==> config.mk <==
export PLATFORM = sky130hd
export DESIGN_NAME = stepper_indexer
export DESIGN_NICKNAME = d
export VERILOG_FILES = /design/src/rtl/stepidx_pkg.sv /design/src/rtl/step_sync.sv /design/src/rtl/step_counter.sv /design/src/rtl/phase_lookup.sv /design/src/rtl/stepper_indexer.sv
export SDC_FILE = /design/constraint.sdc
export NUM_CORES = 1
export LEC_CHECK = 0
export BUFFER_PORTS_ARGS = -buffer_cell sky130_fd_sc_hd__buf_2
export CAP_MARGIN = 25
export CORE_MARGIN = 2
export CORE_UTILIZATION = 60
export CTS_CLUSTER_DIAMETER = 60
export DETAILED_ROUTE_END_ITERATION = 6
export PLACE_DENSITY = 0.85
export SYNTH_ARGS = -nofsm -noshare
export SYNTH_HDL_FRONTEND = slang
export SYNTH_HIERARCHICAL = 1
export SYNTH_SLANG_ARGS = --single-unit
export TNS_END_PERCENT = 5
==> constraint.sdc <==
create_clock -name clk -period 7.36 [get_ports clk]
set_input_delay 1.104 -clock clk [delete_from_list [all_inputs] [get_ports clk]]
set_output_delay 1.104 -clock clk [all_outputs]
set_load 0.03 [all_outputs]
==> src/rtl/stepidx_pkg.sv <==
package stepidx_pkg;

   localparam int IDX_W = 5;
   localparam int MAG_W = 8;
   localparam logic [IDX_W-1:0] HOME_IDX = 5'd4;

   typedef enum logic [1:0] {
      MODE_FULL   = 2'b00,
      MODE_HALF   = 2'b01,
      MODE_QUART  = 2'b10,
      MODE_EIGHTH = 2'b11
   } step_mode_e;

   typedef enum logic [1:0] {
      TQ_100 = 2'b00,
      TQ_50  = 2'b01,
      TQ_75  = 2'b10,
      TQ_20  = 2'b11
   } torque_e;

   function automatic logic [IDX_W-1:0] stride_of(step_mode_e m);
      case (m)
         MODE_FULL:  return 5'd8;
         MODE_HALF:  return 5'd4;
         MODE_QUART: return 5'd2;
         default:    return 5'd1;
      endcase
   endfunction

   function automatic logic [IDX_W-1:0] snap_to(logic [IDX_W-1:0] idx, step_mode_e m);
      case (m)
         MODE_FULL:  return (idx & 5'b11000) | 5'b00100;
         MODE_HALF:  return idx & 5'b11100;
         MODE_QUART: return idx & 5'b11110;
         default:    return idx;
      endcase
   endfunction

   // quarter-wave sine, 9 points from 0 to 90 degrees, full scale 255
   function automatic logic [MAG_W-1:0] sine_q(logic [3:0] k);
      case (k)
         4'd0:    return 8'd0;
         4'd1:    return 8'd50;
         4'd2:    return 8'd98;
         4'd3:    return 8'd142;
         4'd4:    return 8'd180;
         4'd5:    return 8'd212;
         4'd6:    return 8'd236;
         4'd7:    return 8'd250;
         4'd8:    return 8'd255;
         default: return 8'd0;
      endcase
   endfunction

endpackage

==> src/rtl/step_sync.sv <==
module step_sync #(
   parameter int STAGES = 2
) (
   input  logic clk,
   input  logic rst_n,
   input  logic din,
   output logic rise
);
   generate
      if (STAGES < 2) begin : g_bad_stages
         $error("step_sync: STAGES must be at least 2");
      end
   endgenerate

   // chain preset to ones: a level held high through reset yields no edge
   logic [STAGES:0] sh;

   always_ff @(posedge clk) begin
      if (!rst_n) sh <= '1;
      else        sh <= {sh[STAGES-1:0], din};
   end

   assign rise = sh[STAGES-1] & ~sh[STAGES];

endmodule

==> src/rtl/step_counter.sv <==
module step_counter
   import stepidx_pkg::*;
(
   input  logic             clk,
   input  logic             rst_n,
   input  logic             adv,
   input  logic             dir_rev,
   input  logic             en,
   input  logic [1:0]       msel,
   output logic [IDX_W-1:0] idx
);
   step_mode_e       mode_q;
   step_mode_e       mode_in;
   logic             mode_chg;
   logic [IDX_W-1:0] stride;

   assign mode_in  = step_mode_e'(msel);
   assign mode_chg = (mode_in != mode_q);
   assign stride   = stride_of(mode_q);

   always_ff @(posedge clk) begin
      if (!rst_n) begin
         idx    <= HOME_IDX;
         mode_q <= MODE_FULL;
      end else if (mode_chg) begin
         mode_q <= mode_in;
         idx    <= snap_to(idx, mode_in);
      end else if (adv && en) begin
         idx <= dir_rev ? idx - stride : idx + stride;
      end
   end

   AST_FULL_LATTICE: assert property (@(posedge clk) disable iff (!rst_n)
      (mode_q == MODE_FULL) |-> (idx[2:0] == 3'd4));

   AST_HALF_LATTICE: assert property (@(posedge clk) disable iff (!rst_n)
      (mode_q == MODE_HALF) |-> (idx[1:0] == 2'd0));

   AST_HOLD_DISABLED: assert property (@(posedge clk) disable iff (!rst_n)
      (!en && !mode_chg) |=> $stable(idx));

endmodule

==> src/rtl/phase_lookup.sv <==
module phase_lookup
   import stepidx_pkg::*;
#(
   parameter int OFFSET = 0
) (
   input  logic [IDX_W-1:0] idx,
   input  logic [1:0]       tsel,
   input  logic             en,
   output logic             pol,
   output logic [MAG_W-1:0] mag
);
   localparam logic [IDX_W-1:0] OFF_V = IDX_W'(OFFSET);

   logic [IDX_W-1:0] pos;
   logic [3:0]       fold;
   logic [MAG_W-1:0] raw;
   logic [15:0]      prod;
   logic [MAG_W-1:0] scaled;

   assign pos  = idx + OFF_V;
   assign fold = pos[3] ? (4'd8 - {1'b0, pos[2:0]}) : {1'b0, pos[2:0]};
   assign raw  = sine_q(fold);

   always_comb begin
      prod = 16'd0;
      case (torque_e'(tsel))
         TQ_100: prod = {8'd0, raw};
         TQ_75:  prod = ({8'd0, raw} * 16'd3) >> 2;
         TQ_50:  prod = {8'd0, raw} >> 1;
         default: prod = ({8'd0, raw} * 16'd51) >> 8;
      endcase
      scaled = prod[MAG_W-1:0];
   end

   assign mag = en ? scaled : '0;
   assign pol = en & pos[IDX_W-1];

endmodule

==> src/rtl/stepper_indexer.sv <==
module stepper_indexer
   import stepidx_pkg::*;
#(
   parameter int SYNC_STAGES = 2,
   parameter int PHASES      = 2
) (
   input  logic             clk,
   input  logic             rst_n,
   input  logic             step_in,
   input  logic             dir_rev,
   input  logic [1:0]       msel,
   input  logic [1:0]       tsel,
   input  logic             en,
   output logic             pha_pol,
   output logic [MAG_W-1:0] pha_mag,
   output logic             phb_pol,
   output logic [MAG_W-1:0] phb_mag,
   output logic             drv_en,
   output logic             at_home
);
   localparam int QUARTER = 2 ** (IDX_W - 2);

   generate
      if (PHASES != 2) begin : g_bad_phases
         $error("stepper_indexer: only two phases are supported");
      end
   endgenerate

   logic             adv;
   logic [IDX_W-1:0] idx;
   logic             pol_w [PHASES];
   logic [MAG_W-1:0] mag_w [PHASES];

   step_sync #(.STAGES(SYNC_STAGES)) u_sync (
      .clk  (clk),
      .rst_n(rst_n),
      .din  (step_in),
      .rise (adv)
   );

   step_counter u_cnt (
      .clk    (clk),
      .rst_n  (rst_n),
      .adv    (adv),
      .dir_rev(dir_rev),
      .en     (en),
      .msel   (msel),
      .idx    (idx)
   );

   genvar g;
   generate
      for (g = 0; g < PHASES; g++) begin : g_phase
         phase_lookup #(.OFFSET(g * QUARTER)) u_lk (
            .idx (idx),
            .tsel(tsel),
            .en  (en),
            .pol (pol_w[g]),
            .mag (mag_w[g])
         );
      end
   endgenerate

   assign pha_pol = pol_w[0];
   assign pha_mag = mag_w[0];
   assign phb_pol = pol_w[1];
   assign phb_mag = mag_w[1];
   assign drv_en  = en;
   assign at_home = (idx == HOME_IDX);

   AST_HOME_BALANCE: assert property (@(posedge clk) disable iff (!rst_n)
      (at_home && drv_en) |-> (pha_mag == phb_mag && !pha_pol && !phb_pol));

   AST_OFF_DISABLED: assert property (@(posedge clk) disable iff (!rst_n)
      !en |-> (pha_mag == '0 && phb_mag == '0 && !pha_pol && !phb_pol && !drv_en));

   AST_QUADRATURE: assert property (@(posedge clk) disable iff (!rst_n)
      (en && tsel == 2'b00) |-> (pha_mag >= 8'd180 || phb_mag >= 8'd180));

endmodule

Word-level counts from Yosys, hierarchy flattened --
Memory sizes are Yosys's and may differ from the RTL's. Cells that the tools add are included.
Word-level totals: bits in registers 10, input bits 9, ROM bits 256, memories kept 2, output and inout bits 20
Memories:
- (no name shown) | depth 16, width 8, rd ports 1, clocked after Yosys merged registers in 0, wr ports 0, RTL line stepidx_pkg.sv:41 | case (k)
- (no name shown) | depth 16, width 8, rd ports 1, clocked after Yosys merged registers in 0, wr ports 0, RTL line stepidx_pkg.sv:41
Cells by class: add/sub/neg operators 5, $mul 4, muxes and demuxes 11, reductions and logical operators 9, bitwise gates (word level) 5, equal/unequal tests 13
Operators with widths (number):
- one-hot mux 8 bit (3 select lines) | 2
- multiplier 8 x 6 -> 14 bit (second input constant) | 2
- multiplier 8 x 2 -> 10 bit (second input constant) | 2
- two-way mux 8 bit | 2
- two-way mux 5 bit | 3
- one-hot mux 4 bit (3 select lines) | 1
- one-hot mux 3 bit (3 select lines) | 1
- two-way mux 4 bit | 2
- subtractor 4 x 3 -> 4 bit (first input constant) | 2
- equality test 2 x 1 -> 1 bit (second input constant) | 3
- equality test 2 bit (second input constant) | 3
- logical NOT 2 bit | 3
- inequality test 2 bit (second input constant) | 3
- adder 5 x 4 -> 5 bit (second input constant) | 1
- adder 5 bit | 1
- equality test 5 x 3 -> 1 bit (second input constant) | 1
- subtractor 5 bit | 1
- inequality test 4 bit (second input constant) | 1
- AND reduction 2 bit | 2
- AND reduction 4 bit | 1
- AND 1 bit | 3
- inequality test 3 bit (second input constant) | 1
- AND reduction 3 bit | 1
- inequality test 2 bit | 1
- 3 further kinds | 4

Depth between registers and ports, before layout --
Gate-level depths: netlist of run 1. An unclocked memory read counts as a cell.
depth in word-level cells 7, depth in mapped cells 23, gate-level depth less buffers 20

Cells and area by module --
The synthesis of run 1 kept the hierarchy.
By module, submodules not included:
- phase_lookup (g_phase[0].u_lk) | cells each 222, area each 1770.4 um^2, instances 1
- phase_lookup (g_phase[1].u_lk) | cells each 216, area each 1725.4 um^2, instances 1
- step_counter | cells each 67, area each 545.5 um^2, instances 1
- step_sync | cells each 7, area each 92.6 um^2, instances 1
- stepper_indexer | cells each 3, area each 20.0 um^2, instances 1

Worst setup path before layout of run 1 --
Ideal clock, no wire load.
path type flip-flop to output port, from reg u_cnt.idx[0], to out pha_mag[2], setup slack 0.052 ns, stages on the path, launching flop included 22, path buffers 1, data required time 6.256 ns, data arrival time 6.204 ns, cells stage by stage dfxtp_1 > clkbuf_1 > inv_1 > ha_1 > mux2i_1 > inv_1 > ha_1 > nor3b_1 > o21a_1 > a211oi_1 > or2_2 > ha_1 > inv_1 > fa_1 > inv_1 > fa_1 > ha_1 > a21o_1 > a22o_1 > nor3_1 > xor2_1 > a2111oi_1
On the way: cells in the longest elaborated chain, start to end 6, elaborated cells between the ends (all ways) 7, classes of those cells add/sub (1); mul (2); mux (3); memory (1)
RTL lines:
- start: declaration | RTL line step_counter.sv:10 | output logic [IDX_W-1:0] idx
- start signal: assignment | RTL line step_counter.sv:27 | idx <= snap_to(idx, mode_in);
- start signal: assignment | RTL line step_counter.sv:29 | idx <= dir_rev ? idx - stride : idx + stride;
- subtractor 4 x 3 -> 4 bit | RTL line phase_lookup.sv:21 | assign fold = pos[3] ? (4'd8 - {1'b0, pos[2:0]}) : {1'b0, pos[2:0]};
- two-way mux 4 bit (*) | RTL line phase_lookup.sv:21
- memory (16 x 8 bit) (*)
- multiplier 8 x 6 -> 14 bit / multiplier 8 x 2 -> 10 bit (equally long branches) | RTL line phase_lookup.sv:30, phase_lookup.sv:28
- one-hot mux 8 bit (3 select lines) (*) | RTL line phase_lookup.sv:26 | case (torque_e'(tsel))
- two-way mux 8 bit (*) | RTL line phase_lookup.sv:35 | assign mag = en ? scaled : '0;
- end: declaration | RTL line stepper_indexer.sv:15 | output logic [MAG_W-1:0] pha_mag,
Every way passes the cells marked *; elsewhere a longest branch is shown, timed or not.

Worst setup path in the final report of run 1 --
from reg u_cnt.idx[0], to out phb_mag[4]
On the way: cells in the longest elaborated chain, start to end 7, elaborated cells between the ends (all ways) 8, classes of those cells add/sub (2); mul (2); mux (3); memory (1)
RTL lines:
- adder 5 x 4 -> 5 bit (*) | RTL line phase_lookup.sv:20 | assign pos = idx + OFF_V;
- subtractor 4 x 3 -> 4 bit | RTL line phase_lookup.sv:21
- two-way mux 4 bit (*) | RTL line phase_lookup.sv:21
- memory (16 x 8 bit) (*)
- multiplier 8 x 6 -> 14 bit / multiplier 8 x 2 -> 10 bit (equally long branches) | RTL line phase_lookup.sv:30, phase_lookup.sv:28
- one-hot mux 8 bit (3 select lines) (*) | RTL line phase_lookup.sv:26
- two-way mux 8 bit (*) | RTL line phase_lookup.sv:35
- end: declaration | RTL line stepper_indexer.sv:17 | output logic [MAG_W-1:0] phb_mag,
Marks and branches as above.

==> impl_metrics.ini, run 1 <==
[clocking]
ctsResizeCount = 0
clk_path_buf_depth = 2
clk_root_buffer_cell = clkbuf_8
clkTransAtPathRegs_ns = 0.04
cts_hold_buf = 0
htreeDepth = 1
cts_setup_buffers = 0
clock-sinks = 10
clock_latency_ns = 0.23
numCtsBuffers = 3
cts_tree = built

[critical_path]
crit_chain = inv_1 > ha_1 > mux2_2 > ha_1 > or3b_1 > a21oi_1 > nor2_1 > a31o_2 > ha_1 > inv_1 > fa_1 > inv_1 > fa_1 > ha_1 > a21o_1 > a21o_1 > a22oi_1 > a211o_1 > xor2_1 > a311oi_2 > buf_2
r2r_cells = 6
crit_arrival_ns = 5.99
slowest_delay_ns = 0.50
r2r_end = u_cnt/idx[4]$_SDFFE_PN0P_
reg2reg_slack_ns = 5.08
start_kind = flip-flop
critPathKind = flip-flop to output pin
slowest_stage = fa_1
critPathMostFrequentCell = ha_1
cp.required_ns = 6.26
path_max_fanout = 8
reg2reg_from = u_cnt/idx[2]$_SDFFE_PN1P_
end_kind = output pin

[timing]
clock_skew_ns = 0.00287
fin_crit_sh_pct = 96.3
slew_headroom_pct = 53.7
setup_violations = 0
hold_viol_final = 0
fmax_mhz = 141
rsz0062_at_grt = no
fin_crit_ns = 7.09
hold_ws_ns = 0.403
worst_slack_ns = 0.270
tns_ns = 0
worst_pin_slew_ns = 0.694
finalMaxSlewViolations = 0

[synthesis]
synth-edff-count = 0
ys_async_sr_fraction_pct = 0
yosys-top-cells-area = ha_1 (21%), fa_1 (13%), inv_1 (6.1%)
syn_avg_cell_area_um2 = 8.07
yosys_warnings = 6
synthCells = 515
ys.flop_type = dfxtp_1
syn_nets = 621
synth_area_um2 = 4150
synth_top_area_share_pct = 21.1
yosysSeqAreaShare_pct = 4.82
ys_types = 81
synth_seq_cells = 10
yosysTopAreaCell = ha_1

[power]
seqPwrFrac_pct = 14.0
p_sw_w = 0.000197
peakVddDrop_v = 0.000108
p_sw_share_pct = 48.0
power_density_nw_per_um2 = 93.5
combPwrFrac_pct = 72.6
leakage_nw = 2.14
p_total_w = 0.000411
internal-power_w = 0.000214
power_frac_clock_pct = 13.3

[run]
drv_cap = 0

[worst_hold_path]
min_path_cells = 1
hp-class = flip-flop to flip-flop
hold_end = u_sync/sh[1]$_SDFF_PN1_
min_from = u_sync/sh[0]$_SDFF_PN1_

[detailed_routing]
ant_nets = 0
drc = 0
vias = 3845
firstDrtPassIters = 5
wl_um = 10100
vias_per_cell = 6.25
drtIter0Drc = 290
post_drt_wl_per_cell_um = 16.4

[placed_design]
place_hpwl_um = 8100
place_congestion = 1.00
pre_cts_ws_ns = 0.381
io_buffers = 28

[global_route]
antenna_found_initial = 0
grt_overflow_total = 0
grt_pass1_wl_um = 16900
grt_pass1_vias = 3720
grt.total_usage_pct = 27.2
grt_max_degree = 33

[die]
die_area_um2 = 7600
die_h_um = 87.2
die_w_um = 87.2
core_area_um2 = 6760
rows = 30
start_util_pct = 61.5
io_pins = 29

[layout]
final_nets = 643
fill_cells = 568
multi_input_area_um2 = 3560
diodes = 0
area_delta_synth_final_pct = 5.84
drive_gt1_share_pct = 12.5
seq_area_um2 = 205

[status]
status = finished clean
[cell usage in the layout (no fill, tap or decap), types with 4 or more instances in the layout]
cell type,n
nand4b_1,4
nand3_1,13
or3_1,8
nand2b_1,14
o21ai_0,14
nand4_1,5
fa_1,27
a21oi_1,19
xnor2_1,8
dfxtp_1,8
xor2_1,17
nand2_1,27
a31oi_1,7
buf_4,10
a211oi_1,9
buf_2,27
and2_1,7
mux2i_1,11
nor2b_1,10
or2_2,4
o31ai_1,4
ha_1,70
nor2_1,28
a21o_1,7
inv_1,68
o22ai_1,4
o21a_1,6
nor3_1,12
nor4_1,5
[power by group through the flow]
stage,registers (W),clock network (W),logic (W)
after floorplan,0.0000578,0,0.000227
after global placement,0.0000588,0,0.000282
after detailed placement,0.0000589,0,0.000292
after CTS,0.0000580,0.0000559,0.000294
after global routing,0.0000579,0.0000579,0.000329
final,0.0000577,0.0000548,0.000298
[sequential cells by signal, indices dropped and copies added, names as in the netlist]
| name | cells |
|---|---|
| u_sync/sh | 3 |
| u_cnt/mode_q | 2 |
| u_cnt/idx | 5 |
[worst max path at each step]
stage               cells past startpoint         end                      start
global route                           21  phb_mag[2]  u_cnt/idx[0]$_SDFFE_PN0P_
detailed placement                     21  pha_mag[4]  u_cnt/idx[1]$_SDFFE_PN0P_
floorplan                              21  pha_mag[2]  u_cnt/idx[0]$_SDFFE_PN0P_
finish                                 21  phb_mag[4]  u_cnt/idx[0]$_SDFFE_PN0P_
global placement                       21  phb_mag[2]  u_cnt/idx[1]$_SDFFE_PN0P_
CTS                                    21  phb_mag[4]  u_cnt/idx[1]$_SDFFE_PN0P_
[synth_stat cells (4+ instances only)]
library cell,number
fa_1,27
clkbuf_1,8
mux2i_1,12
o21a_1,6
nand2b_1,14
nor4_1,5
nand3_1,13
ha_1,70
nor3_1,12
or3_1,8
a21oi_1,19
xor2_1,17
a31oi_1,7
nor2_1,28
o21ai_0,14
nand4_1,5
o22ai_1,4
or2_2,4
buf_6,5
nand2_1,27
o31ai_1,5
and2_1,7
buf_2,4
inv_1,68
nand4b_1,4
dfxtp_1,10
a211oi_1,9
nor2b_1,10
xnor2_1,8
a21o_1,7
[stage by stage]
step                instance area (µm²)  util (%)  instances
floorplan                          4150         -        515
global placement                   4340      64.2        612
detailed placement                 4340      64.2        612
CTS                                4380      64.8        615
global route                       4400      65.1        615
finish                             4400      65.1        615
[critical path, delay by kind of cell (launching register included)]
family	cells	cell delay, ns
fa+ha+maj	6	2.31
compound gates	7	1.68
buf+inv	4	0.52
simple gates	2	0.46
flops	1	0.38
mux	1	0.31
xor+xnor	1	0.09
[area by class of cell]
type	count	area share (%)
multi-input cells	415	81.1
inverters	70	6.26
repair buffers	37	4.78
flip-flops and latches	10	4.67
well taps	80	2.28
clock buffers	3	0.939
[cells by family after synthesis]
family                   Yosys count  share of synthesized area, %
AND/OR/NAND/NOR                  156                          20.8
AO/OA/AOI/OAI                    122                          21.7
multiplexers                      15                          3.70
flip-flops                        10                          4.82
XOR/XNOR                          25                          5.27
adder cells (fa/ha/maj)           97                          34.1
buffers and inverters             90                          9.58
[routing by layer]
metal | GRT usage (%) | wire length [µm] | vias up
met1 | 37.1 | 4450 | 1794
met2 | 46.4 | 4870 | 144
li1 | - | - | 1880
met3 | 1.99 | 539 | 27
met5 | 0 | 0 | -
met4 | 7.55 | 229 | 0
No activity file was read; power rests on OpenSTA's default activity.
==> run 2, diff against run 1 <==
Settings changed: CORE_MARGIN 2 to 5, SLEW_MARGIN set to 5.
==> run 2 against run 1 <==
Against the previous run:
- sequential power rose by 0.9%
- utilization rose by 0.26 points
- routed wire length rose by 2.3%
- hold slack improved by 0.020 ns
- non-clock buffer count did not move
- largest cell class unchanged
==> impl_metrics.ini, run 2 (synthesis gave the netlist of run 1 again) <==
[status]
status = finished clean

[clocking]
cts_hold_buf = 0
cts_tree = built
clock_latency_ns = 0.24
htreeDepth = 1
clock-sinks = 10
clk_root_buffer_cell = clkbuf_8
numCtsBuffers = 3
cts_setup_buffers = 0
clk_path_buf_depth = 2
clkTransAtPathRegs_ns = 0.05

[timing]
worst_slack_ns = 0.257
finalMaxSlewViolations = 0
hold_ws_ns = 0.423
setup_violations = 0
worst_pin_slew_ns = 0.709
fin_crit_sh_pct = 96.5
fin_crit_ns = 7.10
hold_viol_final = 0
clock_skew_ns = 0.00208
slew_headroom_pct = 52.7
rsz0062_at_grt = yes
fmax_mhz = 141
tns_ns = 0

[global_route]
grt_pass1_wl_um = 17700
grt_max_degree = 33
grt_overflow_total = 0
grt.total_usage_pct = 24.2
grt_pass1_vias = 3832
antenna_found_initial = 0

[critical_path]
path_max_fanout = 10
reg2reg_slack_ns = 5.13
slowest_stage = fa_1
crit_family = adder cells
r2r_cells = 9
path_depth = 21
critPathKind = flip-flop to output pin
crit_chain = inv_1 > ha_1 > mux2_2 > ha_1 > or3b_1 > a21oi_1 > nor2_1 > a31o_2 > ha_1 > inv_1 > fa_1 > inv_1 > fa_1 > ha_1 > a21o_1 > a21o_1 > a22oi_1 > a211o_1 > xor2_1 > a311oi_2 > buf_2
reg2reg_from = u_cnt/mode_q[0]$_SDFFE_PN0N_
crit_arrival_ns = 6.00
worstSetupStartpoint = u_cnt/idx[1]$_SDFFE_PN0P_
critPathMostFrequentCell = ha_1
start_kind = flip-flop
slowest_delay_ns = 0.50
r2r_end = u_cnt/idx[4]$_SDFFE_PN0P_
critPathCapture = phb_mag[4]
cp.required_ns = 6.26
path_buf_inv = 4
end_kind = output pin

[power]
leakage_nw = 2.15
p_sw_w = 0.000204
power_density_nw_per_um2 = 97.5
peakVddDrop_v = 0.000108
combPwrFrac_pct = 70.5
p_sw_share_pct = 47.5
internal-power_w = 0.000226
p_total_w = 0.000430
power_frac_clock_pct = 16.0
seqPwrFrac_pct = 13.5

[die]
die_area_um2 = 8690
die_h_um = 93.2
core_area_um2 = 6760
io_pins = 29
rows = 30
start_util_pct = 61.5
die_w_um = 93.2

[layout]
mostFrequentLayoutCell = ha_1
drive_gt1_share_pct = 13.1
layout_common_cells = ha_1 (70), inv_1 (68), nor2_1 (28)
final-instance-count-excl-fill = 616
diodes = 0
largest_register_ffs = 5
max_flop_register = u_cnt/idx
final_nets = 643
reg_top3 = u_cnt/idx (5), u_sync/sh (3), u_cnt/mode_q (2)
area_delta_synth_final_pct = 6.26
fill_cells = 547

[detailed_routing]
wl_um = 10300
ant_nets = 0
drtIter0Drc = 290
drc = 0
vias_per_cell = 6.42
post_drt_wl_per_cell_um = 16.7
firstDrtPassIters = 5
vias = 3956

[placed_design]
pre_cts_ws_ns = 0.427
dp_cells = 612
place_congestion = 0.981
io_buffers = 28
place_hpwl_um = 8210

[worst_hold_path]
min_from = u_sync/sh[0]$_SDFF_PN1_
hp-class = flip-flop to flip-flop

[run]
drv_cap = 0
-- run 2: power groups by stage --
stage | clock network [W] | registers, W | logic (W)
floorplan | 0 | 0.0000578 | 0.000227
global placement | 0 | 0.0000590 | 0.000283
detailed placement | 0 | 0.0000591 | 0.000296
CTS | 0.0000710 | 0.0000581 | 0.000298
global route | 0.0000749 | 0.0000583 | 0.000338
finish | 0.0000687 | 0.0000582 | 0.000303
-- run 2: timing repair --
item                                    CTS  global route
gates resized for setup                   0             7
endpoints found under the setup margin    0             7
hold endpoints to repair                  0             0
-- run 2: how the worst min path moves through the flow --
stage / endpoint / slack, ns / cells past startpoint
after floorplan: u_sync/sh[1]$_SDFF_PN1_ / 0.39 / 1
after global placement: u_sync/sh[1]$_SDFF_PN1_ / 0.39 / 1
after detailed placement: u_sync/sh[1]$_SDFF_PN1_ / 0.41 / 1
after CTS: u_sync/sh[1]$_SDFF_PN1_ / 0.42 / 1
after global routing: u_sync/sh[1]$_SDFF_PN1_ / 0.44 / 1
final: u_sync/sh[1]$_SDFF_PN1_ / 0.42 / 1
-- run 2: final cells by class --
cell class / instances / area (µm²) / share of cell area (%)
tap: 80 / 100 / 2.27
multi-input combinational: 415 / 3570 / 80.9
clock buffer: 4 / 55.1 / 1.25
sequential: 10 / 204 / 4.62
inverter: 70 / 275 / 6.24
timing repair buffer: 37 / 210 / 4.76
-- run 2: per-stage QoR --
step | util (%) | cell area, µm²
4_1_cts | 65.0 | 4390
3_5_place_dp | 64.2 | 4340
3_3_place_gp | 64.2 | 4340
6_report | 65.3 | 4410
2_1_floorplan | - | 4150
5_1_grt | 65.3 | 4410
-- run 2: metal layers --
layer | up-vias | wire [µm] | share of wire [%] | GRT usage (%)
li1 | 1876 | - | - | -
met1 | 1887 | 4420 | 43 | 32.6
met2 | 173 | 5110 | 50 | 42.5
met3 | 20 | 631 | 6.1 | 1.85
met4 | 0 | 157 | 1.5 | 5.01
met5 | - | 0 | 0 | 0
==> run 3, diff against run 2 <==
Clock period 7.36 ns to 6.9 ns, I/O delays scaled along.
==> run 3 against run 2 <==
Against the previous run:
- final area grew 3.2%
- utilization is 2.1 points higher
- hold slack got worse by 0.015 ns
==> impl_metrics.ini, run 3 (synthesis gave the netlist of run 1 again) <==
[status]
status = finished clean

[die]
core_area_um2 = 6760
start_util_pct = 61.5
die_w_um = 93.2
rows = 30
io_pins = 29
die_h_um = 93.2
die_area_um2 = 8690

[layout]
final_nets = 648
layout_common_cells = inv_1 (66), ha_1 (64), nor2_1 (28)
max_flop_register = u_cnt/idx
multi_input_area_um2 = 3680
drive_gt1_share_pct = 16.3
diodes = 0
area_delta_synth_final_pct = 9.64
final_area_um2 = 4550
fill_cells = 535
seq_area_um2 = 201
mostFrequentLayoutCell = inv_1
largest_register_ffs = 5
reg_top3 = u_cnt/idx (5), u_sync/sh (3), u_cnt/mode_q (2)

[detailed_routing]
wl_um = 10700
firstDrtPassIters = 5
ant_nets = 0
vias = 3983
post_drt_wl_per_cell_um = 17.2
drc = 0
drtIter0Drc = 371
vias_per_cell = 6.42

[global_route]
grt.total_usage_pct = 23.8
antenna_found_initial = 0
grt_pass1_wl_um = 17500
grt_pass1_vias = 3782
grt_overflow_total = 0
grt_max_degree = 33

[placed_design]
postPlaceCellArea_um2 = 4370
place_hpwl_um = 8350
io_buffers = 28
place_congestion = 0.945

[critical_path]
path_buf_inv = 4
slowest_stage = fa_1
end_kind = output pin
path_max_fanout = 5
critPathKind = flip-flop to output pin
crit_family = adder cells
crit_chain = inv_2 > ha_4 > mux2_2 > ha_1 > or3b_1 > a21oi_2 > nor2_1 > a31o_2 > ha_2 > inv_1 > fa_1 > inv_1 > fa_1 > ha_1 > a21o_1 > a21o_1 > a22oi_2 > a211o_1 > xor2_1 > a311oi_2 > buf_4
start_kind = flip-flop
slowest_delay_ns = 0.50
crit_arrival_ns = 5.63
cp.required_ns = 5.86

[timing]
fmax_mhz = 150
tns_ns = 0
setup_violations = 0
clock_skew_ns = 0.00321
worst_pin_slew_ns = 0.626
hold_viol_final = 0
fin_crit_ns = 6.67
hold_ws_ns = 0.408
slew_headroom_pct = 57.2
fin_crit_sh_pct = 96.6
finalMaxSlewViolations = 0

[power]
peakVddDrop_v = 0.000146
power_density_nw_per_um2 = 102
leakage_nw = 2.18

[clocking]
clock-sinks = 10
cts_tree = built
clk_path_buf_depth = 2
clkTransAtPathRegs_ns = 0.05
clk_root_buffer_cell = clkbuf_8
clock_latency_ns = 0.23
numCtsBuffers = 3
htreeDepth = 1

[run]
drv_cap = 0

[worst_hold_path]
hp-class = flip-flop to flip-flop
## run 3: changes by cell type in the layout (fill, tap and decap cells not counted), sizes merged
cell    delta
clkbuf     -1
buf        +5
## run 3: path summary, 6_finish.rpt
path,startpoint,endpoint,slack [ns],cells past startpoint
hold reg to reg,u_sync/sh[0]$_SDFF_PN1_,u_sync/sh[1]$_SDFF_PN1_,0.41,1
setup / recovery,u_cnt/idx[1]$_SDFFE_PN0P_,phb_mag[4],0.23,21
hold / removal,u_sync/sh[0]$_SDFF_PN1_,u_sync/sh[1]$_SDFF_PN1_,0.41,1
setup reg to reg,u_cnt/mode_q[0]$_SDFFE_PN0N_,u_cnt/idx[4]$_SDFFE_PN0P_,4.68,9
## run 3: area by class of cell
cell class                      instances  area share (%)
Clock buffer                            3           0.907
Inverter                               70            6.04
Multi-Input combinational cell        415            80.8
Sequential cell                        10            4.42
Timing Repair Buffer                   42            5.60
Tap cell                               80            2.20
## run 3: repair_timing
action                                  CTS  global route
buffers inserted                          0             1
endpoints found under the setup margin    2            11
gates resized for setup                   2            27
hold buffers                              0             0
pin swaps                                 0             2
## run 3: through the flow
stage	instances	power, W	worst slack, ns	util [%]
finish	620	0.000465	0.231	67.4
global route	620	0.000501	-0.00547	67.4
CTS	619	0.000441	0.00108	65.5
detailed placement	616	0.000380	0.156	64.7
global placement	616	0.000367	0.378	64.7
floorplan	515	0.000305	-0.225	-
## run 3: report_power, final
group	leakage [nW]	internal, W	switching, W
Combinational	2.08	0.000141	0.000205
Clock	0.0216	0.0000379	0.0000195
Sequential	0.0823	0.0000596	0.00000182
Total	2.18	0.000239	0.000226
## run 3: metal layers
metal | vias up | share of wire, % | GRT usage, %
li1 | 1899 | - | -
met1 | 1884 | 44 | 33.0
met2 | 174 | 49 | 41.3
met3 | 26 | 5.7 | 1.21
met4 | 0 | 1.8 | 4.52
met5 | - | 0 | 0
